<file path="config.mk">
export PLATFORM = sky130hd
export DESIGN_NAME = iq_byte_interleaver
export DESIGN_NICKNAME = d
export VERILOG_FILES = /design/src/rtl/iqil_pkg.sv /design/src/rtl/iqil_dir_guard.sv /design/src/rtl/iqil_capture.sv /design/src/rtl/iqil_emit.sv /design/src/rtl/iq_byte_interleaver.sv
export SDC_FILE = /design/constraint.sdc
export NUM_CORES = 1
export LEC_CHECK = 0
export CAP_MARGIN = 30
export CORE_ASPECT_RATIO = 1.75
export CORE_MARGIN = 3
export CORE_UTILIZATION = 30
export DETAILED_ROUTE_END_ITERATION = 12
export DONT_BUFFER_PORTS = 1
export HOLD_SLACK_MARGIN = 0.06
export PLACE_DENSITY_LB_ADDON = 0.08
export SETUP_SLACK_MARGIN = 0.5
export SYNTH_ARGS = -nofsm -noshare
export SYNTH_HDL_FRONTEND = slang
export SYNTH_SLANG_ARGS = --single-unit
</file>
<file path="constraint.sdc">
create_clock -name clk -period 2.55 [get_ports clk]
set_clock_uncertainty 0.05 [all_clocks]
set_input_delay 0.51 -clock clk [delete_from_list [all_inputs] [get_ports clk]]
set_output_delay 0.51 -clock clk [all_outputs]
set_load 0.005 [all_outputs]
</file>
<file path="src/rtl/iqil_pkg.sv">
package iqil_pkg;
  typedef enum logic {
    CH_I = 1'b0,
    CH_Q = 1'b1
  } iq_chan_e;

  function automatic iq_chan_e chan_of_phase(input logic hi_half);
    return hi_half ? CH_I : CH_Q;
  endfunction
endpackage

</file>
<file path="src/rtl/iqil_dir_guard.sv">
module iqil_dir_guard #(
  parameter int FLUSH_CNV = 2
) (
  input  logic clk,
  input  logic rst,
  input  logic dir_tx,
  output logic dir_q,
  output logic flushing,
  output logic oe
);
  localparam int FLUSH_LEN = 2 * FLUSH_CNV;
  localparam int CW = $clog2(FLUSH_LEN + 1);

  logic [CW-1:0] left_q;
  logic          swap;

  assign swap     = (dir_tx != dir_q);
  assign flushing = swap || (left_q != '0);

  always_ff @(posedge clk) begin
    if (rst) begin
      dir_q  <= 1'b1;
      left_q <= '0;
      oe     <= 1'b0;
    end else begin
      dir_q <= dir_tx;
      oe    <= ~dir_tx;
      if (swap)
        left_q <= CW'(FLUSH_LEN);
      else if (left_q != '0)
        left_q <= left_q - 1'b1;
    end
  end
endmodule

</file>
<file path="src/rtl/iqil_capture.sv">
module iqil_capture
  import iqil_pkg::*;
#(
  parameter int BW = 8
) (
  input  logic          clk,
  input  logic          rst,
  input  logic          flushing,
  input  logic          dir_tx,
  input  logic          cnv_hi,
  input  logic [BW-1:0] adc_i,
  input  logic [BW-1:0] adc_q,
  input  logic [BW-1:0] host_din,
  output logic [BW-1:0] stage_data,
  output iq_chan_e      stage_chan
);
  logic [BW-1:0] pick;

  always_comb begin
    if (dir_tx)
      pick = host_din;
    else if (chan_of_phase(cnv_hi) == CH_Q)
      pick = adc_q;
    else
      pick = adc_i;
  end

  always_ff @(posedge clk) begin
    if (rst || flushing) begin
      stage_data <= '0;
      stage_chan <= CH_I;
    end else begin
      stage_data <= pick;
      stage_chan <= chan_of_phase(cnv_hi);
    end
  end
endmodule

</file>
<file path="src/rtl/iqil_emit.sv">
module iqil_emit
  import iqil_pkg::*;
#(
  parameter int BW = 8,
  parameter int DW = 10
) (
  input  logic          clk,
  input  logic          rst,
  input  logic          go,
  input  logic          dir_q,
  input  logic [BW-1:0] stage_data,
  input  iq_chan_e      stage_chan,
  output logic [BW-1:0] host_dout,
  output logic          qual,
  output logic          byte_is_q,
  output logic [DW-1:0] dac_word
);
  logic          run_q;
  logic          run_d;
  logic [DW-1:0] dac_next;

  generate
    if (DW > BW) begin : g_pad
      assign dac_next = {stage_data, {(DW-BW){1'b0}}};
    end else begin : g_trim
      assign dac_next = stage_data[BW-1 -: DW];
    end
  endgenerate

  assign run_d = go && (run_q || (stage_chan == CH_Q));

  always_ff @(posedge clk) begin
    if (rst) begin
      run_q     <= 1'b0;
      qual      <= 1'b0;
      byte_is_q <= 1'b0;
      host_dout <= '0;
      dac_word  <= '0;
    end else begin
      run_q     <= run_d;
      qual      <= run_d;
      byte_is_q <= run_d && (stage_chan == CH_Q);
      host_dout <= (run_d && !dir_q) ? stage_data : '0;
      dac_word  <= (run_d && dir_q) ? dac_next : '0;
    end
  end
endmodule

</file>
<file path="src/rtl/iq_byte_interleaver.sv">
module iq_byte_interleaver
  import iqil_pkg::*;
#(
  parameter int BUS_W     = 8,
  parameter int DAC_W     = 10,
  parameter int FLUSH_CNV = 2
) (
  input  logic             clk,
  input  logic             rst,
  input  logic             dir_tx,
  input  logic             stream_dis,
  input  logic             cap_en,
  input  logic             cnv_hi,
  input  logic [BUS_W-1:0] adc_i,
  input  logic [BUS_W-1:0] adc_q,
  input  logic [BUS_W-1:0] host_din,
  output logic [BUS_W-1:0] host_dout,
  output logic             host_oe,
  output logic             qual,
  output logic             byte_is_q,
  output logic [DAC_W-1:0] dac_word
);
  logic             dir_q;
  logic             flushing;
  logic             go;
  logic [BUS_W-1:0] stage_data;
  iq_chan_e         stage_chan;

  iqil_dir_guard #(.FLUSH_CNV(FLUSH_CNV)) u_guard (
    .clk      (clk),
    .rst      (rst),
    .dir_tx   (dir_tx),
    .dir_q    (dir_q),
    .flushing (flushing),
    .oe       (host_oe)
  );

  iqil_capture #(.BW(BUS_W)) u_cap (
    .clk        (clk),
    .rst        (rst),
    .flushing   (flushing),
    .dir_tx     (dir_tx),
    .cnv_hi     (cnv_hi),
    .adc_i      (adc_i),
    .adc_q      (adc_q),
    .host_din   (host_din),
    .stage_data (stage_data),
    .stage_chan (stage_chan)
  );

  assign go = !stream_dis && cap_en && !flushing;

  iqil_emit #(.BW(BUS_W), .DW(DAC_W)) u_emit (
    .clk        (clk),
    .rst        (rst),
    .go         (go),
    .dir_q      (dir_q),
    .stage_data (stage_data),
    .stage_chan (stage_chan),
    .host_dout  (host_dout),
    .qual       (qual),
    .byte_is_q  (byte_is_q),
    .dac_word   (dac_word)
  );
endmodule

</file>
==> out/results.ini <==
[sta]
rsz0062_at_grt=no
maxSlewViolCount=0
min_period_over_period=0.730
min_period_ns=1.86
setup_tns_ns=0
setup_viol=0
hold_violations=0
max_freq_mhz=537

[pwr]
p_sw_frac=0.194
clockPowerShare=0.460
p_int_mw=0.899
total_leakage_power_nw=0.517
power_frac_seq=0.470
powerDensity_nw_per_um2=840
combPwrFrac=0.070
power.switching_mw=0.217
power_mw=1.12
peakVddDrop_mv=0.408

[synth]
synthesis.area_sq_um=1190
synth_warnings=0
synth_flop_cell=dfxtp_1
yosysTopAreaCellShare=0.538
ys_top_cells_by_area=dfxtp_1, mux2i_1, mux2_1, nor2_1, nor2_2
synth_cells=118
yosysTopAreaCell=dfxtp_1
seq_area_frac_synth=0.538
yosysMostFrequentCell=dfxtp_1
yosysUniqueCellTypes=22
netlist_top_cells_count=dfxtp_1, nor2_1, mux2i_1
synth_edf_count=0
async_flop_share=0
postSynthAreaPerCell_sq_um=10.1
ys_ff_latch=32

[routing]
drt_first_pass_iters=4
wl_per_cell_um=12.4
drtIter0Drc=7
drc=0
ant_nets=0
drt_wl_total_mm=2.04
vias=722
viasPerCell=4.38

[floorplan]
fp-row-count=29
core_area_sq_um=3740
start_util=0.318
io_pins=51
die_x_um=53.6
dieArea_sq_um=4790
die_y_um=89.3

[layout]
layout-drive-gt1-share=0.134
fillers=372
nets=151
antenna_cells=0
postLayoutCellArea_sq_um=1330
syn_to_final_growth_pct=11.7

[placed_design]
placed_area_sq_um=1200
gp_congestion=0.682
portBuffers=0

[grt]
grt_pass1_wl_mm=3.34
grt_pass1_vias=742
antenna_found_initial=0
grt_usage=0.0997
grt-ovfl-total=0
grt_max_degree=14

[clocking]
clk_path_buf_depth=2
cts_buffers=5
root_buffer=clkbuf_8
post_cts_resized=0
cts.sink_count=32
clk_latency_ns=0.27
cts.clk_slew.worst_paths_ns=0.06
htreeDepth=2
cts_tree=yes
hold_buffers=0
cts_setup_buffers=0

[critical_path]
path_delay_family=simple AND/OR/NAND/NOR gates
end_kind=flop
path_cells=inv_1 > ha_1 > ha_1 > nand3_1 > or4_1 > nor2_2
crit_path_top_delay_cell=or4_1
reg2reg_depth=6
crit_path_max_incr_delay_ns=0.63
path_class=reg -> reg
cp_max_fo=8
arrival_ns=2.03
path_buf_inv=1
cp.depth=6
crit_path_frequent_cell=ha_1
cp.required_ns=2.71
cp-start-kind=flop

[hold_path]
min_path_cells=1
min_path_type=in -> reg

[flow_run]
max-cap-violations=0

[outcome]
outcome=finished, final reports clean

-- power by group through the flow --
stage,Sequential (mW),Clock (mW),Combinational [mW]
floorplan,0.534,0,0.0821
global placement,0.536,0,0.0763
detailed placement,0.536,0,0.0782
CTS,0.525,0.533,0.0793
global route,0.526,0.561,0.0898
finish,0.525,0.513,0.0786
-- path summary, 6_finish.rpt --
check                 startpoint            endpoint  slack, ns
max reg2reg    u_guard.left_q[0]  u_emit.dac_word[5]       0.69
min reg2reg  u_cap.stage_data[4]  u_emit.dac_word[6]       0.40
max            u_guard.left_q[0]  u_emit.dac_word[5]       0.69
min                       cnv_hi    u_cap.stage_chan       0.25
-- state kept, by name, summed over array words and instances, names as in the netlist --
register	flops
u_guard.dir_q	1
u_guard.oe	1
u_cap.stage_chan	1
u_emit.byte_is_q	1
u_emit.qual	1
u_guard.left_q	3
u_cap.stage_data	8
u_emit.dac_word	8
u_emit.host_dout	8
-- layout by cell type, fill, tap and decap left out, drive strengths merged --
| master | Yosys | layout |
|---|---|---|
| nor2 | 30 | 30 |
| clkbuf | 0 | 7 |
| dfxtp | 32 | 32 |
| xor2 | 2 | 2 |
| ha | 3 | 3 |
| nand3 | 1 | 1 |
| or2 | 1 | 1 |
| mux2i | 9 | 9 |
| or4 | 1 | 1 |
| nor4b | 1 | 1 |
| mux2 | 8 | 8 |
| xnor2 | 1 | 1 |
| nand2 | 8 | 8 |
| bufinv | 0 | 1 |
| a21oi | 2 | 2 |
| nand3b | 2 | 2 |
| nand4b | 1 | 1 |
| nor3 | 2 | 2 |
| inv | 5 | 5 |
| conb | 1 | 2 |
-- routing by layer --
layer | global-route usage | up-vias | routed length [um]
li1 | - | 369 | -
met1 | 0.107 | 309 | 831
met2 | 0.156 | 39 | 983
met3 | 0.0434 | 5 | 170
met4 | 0.0628 | 0 | 59
met5 | 0 | - | 0
-- layout make-up --
cell class	count	area (sq um)	area share
sequential	32	641	0.482
multi-input combinational	74	485	0.365
clock buffer	7	96.3	0.0725
tap	46	57.6	0.0433
clock inverter	1	30.0	0.0226
inverter	5	18.8	0.0141
-- worst reg2reg max path: stages (launching register included) --
cell and delay, ns:
dfxtp_1 0.32, inv_1 0.06, ha_1 0.16, ha_1 0.32
nand3_1 0.10, or4_1 0.63, nor2_2 0.17
-- metrics by stage --
step	util	hold slack, ns	setup slack (ns)	cells
floorplan	-	0.387	0.969	119
global placement	0.322	0.403	0.752	157
detailed placement	0.322	0.400	0.699	157
CTS	0.356	0.237	0.672	165
global route	0.356	0.238	0.568	165
finish	0.356	0.249	0.687	165
-- cell families after synthesis --
family          after synthesis  synth area share
buf+inv                      13            0.0568
compound gates                2           0.00841
xor+xnor                      3            0.0221
flops                        32             0.538
simple gates                 47             0.188
fa+ha+maj                     3            0.0315
other cells                   1           0.00315
mux                          17             0.151
Power figures use the tool's default switching activity.
